===== src/rtl/rr_bus_arbiter.sv =====
module rr_bus_arbiter #(
  parameter int N = 4
) (
  input  logic         clk,
  input  logic         rst_n,
  input  logic [N-1:0] req,
  input  logic         frm_act,
  input  logic         rdy_act,
  output logic [N-1:0] gnt
);
  localparam int IW = (N > 1) ? $clog2(N) : 1;

  logic [IW-1:0] gidx, owner, base, win;
  logic          gval, any_req, bus_idle, acc_start;

  assign bus_idle  = !frm_act && !rdy_act;
  assign acc_start = bus_idle && gval && req[gidx];
  assign base      = acc_start ? gidx : owner;
  assign any_req   = |req;

  always_comb begin
    win = base;
    for (int k = N; k >= 1; k--) begin
      if (req[(int'(base) + k) % N]) win = IW'((int'(base) + k) % N);
    end
  end

  always_ff @(posedge clk or negedge rst_n) begin
    if (!rst_n) begin
      gval  <= 1'b1;
      gidx  <= '0;
      owner <= IW'(N - 1);
    end else begin
      if (acc_start) owner <= gidx;
      if (gval) begin
        if (any_req && win != gidx) gval <= 1'b0;
      end else begin
        gval <= 1'b1;
        gidx <= any_req ? win : base;
      end
    end
  end

  always_comb begin
    gnt = '0;
    if (gval) gnt[gidx] = 1'b1;
  end
endmodule


===== config.mk =====
export PLATFORM = sky130hd
export DESIGN_NAME = rr_bus_arbiter
export DESIGN_NICKNAME = d
export VERILOG_FILES = /design/src/rtl/rr_bus_arbiter.sv
export SDC_FILE = /design/constraint.sdc
export NUM_CORES = 1
export LEC_CHECK = 0
export BUFFER_PORTS_ARGS = -buffer_cell sky130_fd_sc_hd__buf_2
export CORE_AREA = 2 2 39 41
export DETAILED_ROUTE_END_ITERATION = 10
export DIE_AREA = 0 0 41 43
export PLACE_DENSITY_LB_ADDON = 0.1
export SYNTH_ARGS = -nofsm -noshare
export SYNTH_HDL_FRONTEND = slang
export SYNTH_SLANG_ARGS = --single-unit

===== constraint.sdc =====
create_clock -name clk -period 6.9 [get_ports clk]
set_input_delay 2.07 -clock clk [delete_from_list [all_inputs] [get_ports clk]]
set_output_delay 2.07 -clock clk [all_outputs]
set_load 0.005 [all_outputs]

==> flow_summary.yaml, run 1 <==
final_layout:
  final_layout_size_suffix_gt1_share_pct: 35.00
  final_cells: 76
  antennaDiodeCount: 0
  design_area_um2: 490.5
  post-route-util_pct: 35.44
  area_growth_pct: 21.36
  nets: 69
floorplan:
  die_y_um: 43
  core_um2: 1384
  io_pins: 12
  initial_utilization_pct: 29.20
  fp-row-count: 14
  chipWidth_um: 41
  dieArea_um2: 1763
global_routing:
  grt_use_total_pct: 11.03
  grt_max_degree: 8
  grt_pass1_vias: 334
  antenna_found_initial: 0
  grt_remaining_overflow: 0
  grt_first_pass_wirelength_um: 1297
clock_network:
  clk_pin_slew_ns: 0.04
  cts_hold_buf: 0
  clock-sinks: 5
  clk_latency_ns: 0.24
  cts_max_path_buffers: 2
  cts_tree: "built"
  numCtsBuffers: 3
  cts_resized: 0
  cts_max_level: 1
  cts_root_buf: "clkbuf_4"
  post_cts_buffers: 0
power_and_ir_drop:
  powerDensity_nw_per_um2: 413.5
  p_leak_nw: 0.2345
  worst_ir_drop_vdd_v: 0.0001570
flow_run:
  drv_cap: 0
critical_path:
  worstSetupPathType: "in -> reg"
  arrival_ns: 3.90
  cp.required_ns: 7.05
  r2r_end: "gval"
  cp_cell_sequence: "buf_2 -> or4b_1 -> o32ai_1 -> mux2i_1 -> or3_1 -> nand3_1 -> xnor2_1 -> o211ai_1"
  path_max_fanout: 5
  crit_path_end_kind: "flip-flop"
  worst_path_dominant_cell_family: "simple AND/OR/NAND/NOR gates"
  r2r_cells: 7
  crit_slowest_cell: "or4b_1"
  slowest_delay_ns: 0.52
  r2r_slack_ns: 4.57
  start_kind: "input pin"
  critPathBufInv: 1
  r2r-start: "gval"
min_path:
  min_path_cells: 1
  hold_end: "gval"
  min_from: "gval"
  hold_class: "reg -> reg"
yosys:
  syn_inst: 47
  yosys_warnings: 0
  synth.area.top_cells: "dfstp_2 (20%), dfrtp_1 (12%), mux2i_1 (9.9%)"
  synth-edff-count: 0
  ys.flop_type: "dfstp_2"
  synth-seq-cells: 5
  synth_top_area_share_pct: 19.50
  synth_cell_types: 28
  ys_top_cells_by_count: "nor2_1 (8), inv_1 (4), mux2i_1 (4)"
  synthArstFlopShare_pct: 100.0
  netlist_area_um2: 404.1
  yosysTopAreaCell: "dfstp_2"
  post-synth-top-count-cell: "nor2_1"
  syn_nets: 55
  avgSynthCellArea_um2: 8.599
  yosysSeqAreaShare_pct: 31.89
place:
  placed_cells: 72
  placed_cell_area_um2: 464.2
  place_hpwl_um: 642.7
  portBuffers: 11
  place_ws_ns: 2.901
  routabilityCongestion: 0.6617
detailed_routing:
  dr_wl_met2_um: 400
  post_drt_via_cell_ratio: 4.618
  dr.pass1.iters: 2
  dr.first_iter.drc_count: 3
  highest_layer: "met3"
  post_drt_wl_per_cell_um: 10.07
  met1_length_um: 333
  dr_wl_met3_um: 31
  routed_wl_um: 765
  drc_errors: 0
  ant_nets: 0
  vias: 351
sta:
  setup_ws_ns: 3.149
  maxSlewHeadroom_pct: 72.21
  rsz0062_at_grt: "no"
  fin_skew_ns: 0.001968
  finalCritPeriodShare_pct: 54.36
  slew_violations: 0
  fin_crit_ns: 3.751
  worst_slew_pin_slew_ns: 0.4052
  final.setup.tns_ns: 0
  max_freq_mhz: 266.6
  hold_violations: 0
  setup_viol: 0
run_status:
  status: "finished clean"
[how the worst max path moves through the flow]
stage / startpoint / end / depth (start not counted)
5_1_grt: rdy_act / gval / 8
6_report: rdy_act / gval / 8
3_5_place_dp: rdy_act / gval / 8
3_3_place_gp: rdy_act / gval / 8
2_1_floorplan: rdy_act / gidx[1] / 7
4_1_cts: rdy_act / gval / 8
[through the flow]
| step | hold WS [ns] | total power [mW] |
|---|---|---|
| 6_report | 0.5231 | 0.2028 |
| 3_3_place_gp | 0.5307 | 0.1752 |
| 3_5_place_dp | 0.5211 | 0.1718 |
| 2_1_floorplan | 0.4926 | 0.1528 |
| 4_1_cts | 0.5337 | 0.2080 |
| 5_1_grt | 0.5521 | 0.2245 |
[kinds of logic (layout without fill, tap and decap cells)]
logic type | after synthesis | after routing | synth area share, %
muxes | 5 | 5 | 12.69
xor gates and xnor gates | 2 | 2 | 4.335
buffers and inverters | 6 | 19 | 7.428
AOI/OAI and AO/OA | 9 | 9 | 17.03
and+or+nand+nor | 20 | 20 | 26.63
DFF | 5 | 5 | 31.89
[registers in the layout, indices dropped and copies added, names as in the netlist]
signal / flops
gidx: 2
gval: 1
owner: 2
[report_power, final]
part	switching, mW	internal, mW	leakage (nW)
registers	0.0153	0.0514	0.0543
logic	0.0520	0.0515	0.165
clock network	0.0109	0.0218	0.0150
total	0.0782	0.125	0.234
[cell usage in the layout, fill, tap and decap left out, drive strengths merged]
| cell type | synthesis | routed |
|---|---|---|
| buf | 1 | 11 |
| nor2 | 8 | 8 |
| mux2i | 4 | 4 |
| inv | 4 | 4 |
| clkbuf | 1 | 4 |
| nand2 | 3 | 3 |
| dfstp | 3 | 3 |
| a21oi | 2 | 2 |
| dfrtp | 2 | 2 |
| or2 | 2 | 2 |
| or4b | 1 | 1 |
| o32ai | 1 | 1 |
| or2b | 1 | 1 |
| o31ai | 1 | 1 |
| and2 | 1 | 1 |
| or3 | 1 | 1 |
| nand2b | 1 | 1 |
| a31oi | 1 | 1 |
| and3 | 1 | 1 |
| a21boi | 1 | 1 |
| o21ai | 1 | 1 |
| nand3 | 1 | 1 |
| xnor2 | 1 | 1 |
| o311ai | 1 | 1 |
| xor2 | 1 | 1 |
| o211ai | 1 | 1 |
| mux2 | 1 | 1 |
[layout make-up]
| type | count | area [um2] |
|---|---|---|
| clock buffer | 4 | 26.28 |
| timing repair buffer | 11 | 55.05 |
| inverter | 4 | 15.01 |
| tap | 16 | 20.02 |
| sequential | 5 | 128.9 |
| fill | 151 | 893.4 |
| multi-input combinational | 36 | 245.2 |
[routing by layer]
| metal | global-route usage [%] | vias to the layer above |
|---|---|---|
| met3 | 1.571 | 0 |
| met1 | 14.85 | 159 |
| met4 | 8.000 | 0 |
| li1 | - | 187 |
| met2 | 15.31 | 5 |
| met5 | 0 | - |
Note: power is estimated with default switching activity, not from simulation.
==> inputs of run 2 (changes only) <==
==> constraint.sdc (replaced) <==
create_clock -name clk -period 3.19 [get_ports clk]
set_input_delay 0.957 -clock clk [delete_from_list [all_inputs] [get_ports clk]]
set_output_delay 0.957 -clock clk [all_outputs]
set_load 0.005 [all_outputs]
==> run 2 against run 1 <==
- power increased by 120%
- global-route usage decreased by 0.22 points
- die area unchanged
- first-iteration DRC count decreased by 33%
- critical path type unchanged
- largest cell class unchanged
- highest routed layer unchanged
==> flow_summary.yaml, run 2 (synthesized netlist as in run 1, its figures left out) <==
detailed_routing:
  ant_nets: 0
  routed_wl_um: 794
  dr.first_iter.drc_count: 2
  drc_errors: 0
  dr.pass1.iters: 4
  post_drt_via_cell_ratio: 4.526
  vias: 344
  post_drt_wl_per_cell_um: 10.45
critical_path:
  start_kind: "input pin"
  cp.required_ns: 3.35
  slowest_delay_ns: 0.52
  worstSetupPathType: "in -> reg"
  critPathBufInv: 1
  path_max_fanout: 5
  cp_cell_sequence: "buf_2 -> or4b_1 -> o32ai_1 -> mux2i_1 -> or3_1 -> nand3_1 -> xnor2_1 -> o211ai_1"
  worst_path_dominant_cell_family: "simple AND/OR/NAND/NOR gates"
  crit_path_end_kind: "flip-flop"
  arrival_ns: 2.81
  crit_slowest_cell: "or4b_1"
floorplan:
  die_y_um: 43
  initial_utilization_pct: 29.20
  chipWidth_um: 41
  fp-row-count: 14
  io_pins: 12
  dieArea_um2: 1763
  core_um2: 1384
clock_network:
  clk_latency_ns: 0.23
  cts_root_buf: "clkbuf_4"
  numCtsBuffers: 3
  post_cts_buffers: 0
  cts_max_level: 1
  cts_resized: 0
  cts_tree: "built"
  clock-sinks: 5
  cts_max_path_buffers: 2
  clk_pin_slew_ns: 0.04
  cts_hold_buf: 0
sta:
  setup_viol: 0
  fin_skew_ns: 0.0001893
  hold_ws_ns: 0.5248
  finalCritPeriodShare_pct: 83.29
  final.setup.tns_ns: 0
  fin_crit_ns: 2.657
  rsz0062_at_grt: "no"
  worst_slew_pin_slew_ns: 0.4263
  maxSlewHeadroom_pct: 70.77
  slew_violations: 0
  hold_violations: 0
  max_freq_mhz: 376.4
final_layout:
  layout.cells.most_common_list: "buf_2 (11), nor2_1 (8), mux2i_1 (4), inv_1 (4)"
  largestRegisters: "gidx x2, owner x2, gval x1"
  area_growth_pct: 21.36
  final_layout_size_suffix_gt1_share_pct: 35.00
  final_common_cell: "buf_2"
  nets: 69
  antennaDiodeCount: 0
power_and_ir_drop:
  clock_power_share_pct: 16.1
  p_switching_uw: 171.6
  worst_ir_drop_vdd_v: 0.0003573
  powerDensity_nw_per_um2: 899.1
  internal_power_uw: 269.4
  pwr-share-seq_pct: 32.7
  switching_share_pct: 38.92
  p_leak_nw: 0.2345
  p_total_uw: 441.0
  comb_power_share_pct: 51.2
global_routing:
  grt_use_total_pct: 10.81
  grt_use_met1_pct: 14.75
  grt_max_degree: 8
  grt_pass1_vias: 297
  antenna_found_initial: 0
  met3_usage_pct: 3.141
  grt_remaining_overflow: 0
  grt_first_pass_wirelength_um: 1269
  met2_usage_pct: 14.69
  top_usage_layer: "met1"
flow_run:
  drv_cap: 0
run_status:
  status: "finished clean"
place:
  routabilityCongestion: 0.7201
  place_hpwl_um: 669.2
  portBuffers: 11
min_path:
  hold_class: "reg -> reg"
run 2: cell counts in the layout (fill, tap and decap cells not counted):
Identical to the previous run, type by type.
run 2: routing by layer:
layer  share of wire, %  vias to the layer above
met5                  0                        -
met4                  0                        0
met3                3.1                        0
met2                 47                        5
met1                 49                      151
li1                   -                      188
run 2: layout make-up:
cell class | count | area, um2
Multi-Input combinational cell | 36 | 245.2
Timing Repair Buffer | 11 | 55.05
Fill cell | 163 | 893.4
Tap cell | 16 | 20.02
Sequential cell | 5 | 128.9
Inverter | 4 | 15.01
Clock buffer | 4 | 26.28
run 2: worst paths after layout:
path | startpoint | to | slack (ns) | cells after the start
min in group asynchronous | rst_n | gidx[1] | 0.53 | 1
hold reg to reg | gval | gval | 0.52 | 1
hold / removal | gval | gval | 0.52 | 1
setup / recovery | rdy_act | gval | 0.53 | 8
max in group asynchronous | rst_n | gval | 2.45 | 1
setup reg to reg | gval | gval | 0.83 | 7
run 2: power groups by stage:
stage	Clock [mW]	Sequential (mW)	Combinational, mW
5_1_grt	0.0784	0.153	0.258
6_report	0.0709	0.144	0.226
4_1_cts	0.0749	0.145	0.229
2_1_floorplan	0	0.129	0.201
3_3_place_gp	0	0.149	0.228
3_5_place_dp	0	0.146	0.228
run 2: through the flow:
step	util, %	setup WS, ns	instances	area, um2
after floorplan	-	0.5052	47	404.1
after global placement	33.54	0.2811	72	464.2
after detailed placement	33.54	0.2752	72	464.2
after CTS	35.44	0.5114	76	490.5
after global routing	35.44	0.3880	76	490.5
final	35.44	0.5331	76	490.5
==> inputs of run 3 (changes only) <==
==> constraint.sdc (replaced) <==
create_clock -name clk -period 2.2 [get_ports clk]
set_input_delay 0.66 -clock clk [delete_from_list [all_inputs] [get_ports clk]]
set_output_delay 0.66 -clock clk [all_outputs]
set_load 0.005 [all_outputs]
==> run 3 against run 2 <==
- global-route usage up 3.1 points
- sequential share of layout area down 5.6 points
- clock power rose by 57%
- combinational power grew 140%
==> flow_summary.yaml, run 3 (synthesized netlist as in run 1, its figures left out) <==
power_and_ir_drop:
  p_leak_nw: 0.3067
  clock_power_share_pct: 13.1
  powerDensity_nw_per_um2: 1360
  internal_power_uw: 530.5
  switching_share_pct: 37.40
  p_switching_uw: 317.0
  comb_power_share_pct: 65.0
  worst_ir_drop_vdd_v: 0.0005922
  pwr-share-seq_pct: 21.9
  p_total_uw: 847.4
sta:
  fin_skew_ns: 0.005233
  hold_ws_ns: 0.2221
  rsz0062_at_grt: "yes"
  slew_violations: 0
  finalCritPeriodShare_pct: 98.01
  setup_viol: 0
  hold_violations: 0
  worst_slew_pin_slew_ns: 0.3463
  fin_crit_ns: 2.156
  max_freq_mhz: 463.8
  maxSlewHeadroom_pct: 76.25
  final.setup.tns_ns: 0
final_layout:
  final_common_cell: "buf_4"
  area_growth_pct: 54.18
  seqCellArea_um2: 128.9
  final_cells: 88
  post-route-util_pct: 45.03
  multi_input_area_um2: 281.5
  layout.cells.most_common_list: "buf_4 (12), buf_2 (10), nor2_1 (8)"
  largestRegisters: "gidx x2, owner x2, gval x1"
  antennaDiodeCount: 0
  final_layout_size_suffix_gt1_share_pct: 52.78
  nets: 81
  n_fill_cell: 133
critical_path:
  crit_path_end_kind: "flip-flop"
  r2r_end: "gidx[1]"
  start_kind: "input pin"
  arrival_ns: 2.28
  worstSetupPathType: "in -> reg"
  r2r_slack_ns: 0.08
  r2r_cells: 6
  cp.required_ns: 2.33
  path_max_fanout: 4
  r2r-start: "gval"
global_routing:
  antenna_found_initial: 0
  grt_max_degree: 7
  grt_remaining_overflow: 0
  grt_use_total_pct: 13.93
  grt_pass1_vias: 350
  grt_first_pass_wirelength_um: 1580
clock_network:
  numCtsBuffers: 3
  clk_pin_slew_ns: 0.04
  cts_hold_buf: 0
  clk_latency_ns: 0.25
  cts_max_path_buffers: 2
  clock-sinks: 5
  cts_tree: "built"
  cts_root_buf: "clkbuf_4"
  cts_max_level: 1
floorplan:
  io_pins: 12
  dieArea_um2: 1763
  initial_utilization_pct: 29.20
  chipWidth_um: 41
  core_um2: 1384
  fp-row-count: 14
  die_y_um: 43
detailed_routing:
  dr.first_iter.drc_count: 5
  routed_wl_um: 1039
  post_drt_via_cell_ratio: 4.591
  post_drt_wl_per_cell_um: 11.81
  drc_errors: 0
  vias: 404
  ant_nets: 0
  dr.pass1.iters: 3
min_path:
  hold_class: "in -> async"
place:
  portBuffers: 11
  routabilityCongestion: 0.6644
  place_hpwl_um: 818.1
  placed_cells: 82
flow_run:
  drv_cap: 0
run_status:
  status: "finished clean"
## run 3: worst max path at each step
| stage | startpoint | to | slack, ns | depth (start not counted) |
|---|---|---|---|---|
| finish | frm_act | gidx[1] | 0.04 | 7 |
| detailed placement | rdy_act | gval | -0.36 | 8 |
| global route | frm_act | gidx[1] | -0.004 | 7 |
| CTS | rdy_act | gval | 0.0002 | 9 |
| global placement | rdy_act | gval | -0.33 | 8 |
| floorplan | rdy_act | gidx[1] | -0.14 | 7 |
## run 3: cell type report
cell class	count	area share (%)
sequential	5	20.68
clock buffer	4	4.217
tap	16	3.213
inverter	4	2.410
multi-input combinational	36	45.18
timing repair buffer	23	24.30
## run 3: power by group through the flow
stage / sequential (mW) / clock, mW / combinational [mW]
after floorplan: 0.190 / 0 / 0.308
after global placement: 0.187 / 0 / 0.483
after detailed placement: 0.188 / 0 / 0.487
after CTS: 0.186 / 0.117 / 0.512
after global routing: 0.192 / 0.124 / 0.604
final: 0.186 / 0.111 / 0.551
## run 3: layer usage
| metal | GRT usage (%) | wire length, um | vias to the layer above |
|---|---|---|---|
| met5 | 0 | 0 | - |
| met4 | 12.00 | 31 | 0 |
| met3 | 1.571 | 21 | 3 |
| met2 | 17.19 | 458 | 8 |
| met1 | 20.26 | 528 | 182 |
| li1 | - | - | 211 |
## run 3: repair_timing
action	4_1_cts	5_1_grt
pin swaps	0	3
endpoints found under the setup margin	2	3
gates resized for setup	1	5
hold endpoints to repair	0	0
buffers inserted	1	1
## run 3: worst max-delay path, cell delays in order
cell and delay (ns):
buf_6 0.09, or4b_4 0.53, or2_4 0.25, and2_4 0.16
mux2i_1 0.17, o311ai_2 0.14, mux2_4 0.29
## run 3: stage by stage
stage	area, um2	setup WS (ns)
2_1_floorplan	411.6	-0.1437
3_3_place_gp	546.8	-0.3319
3_5_place_dp	546.8	-0.3585
4_1_cts	588.1	0.0002431
5_1_grt	623.1	-0.004035
6_report	623.1	0.04368
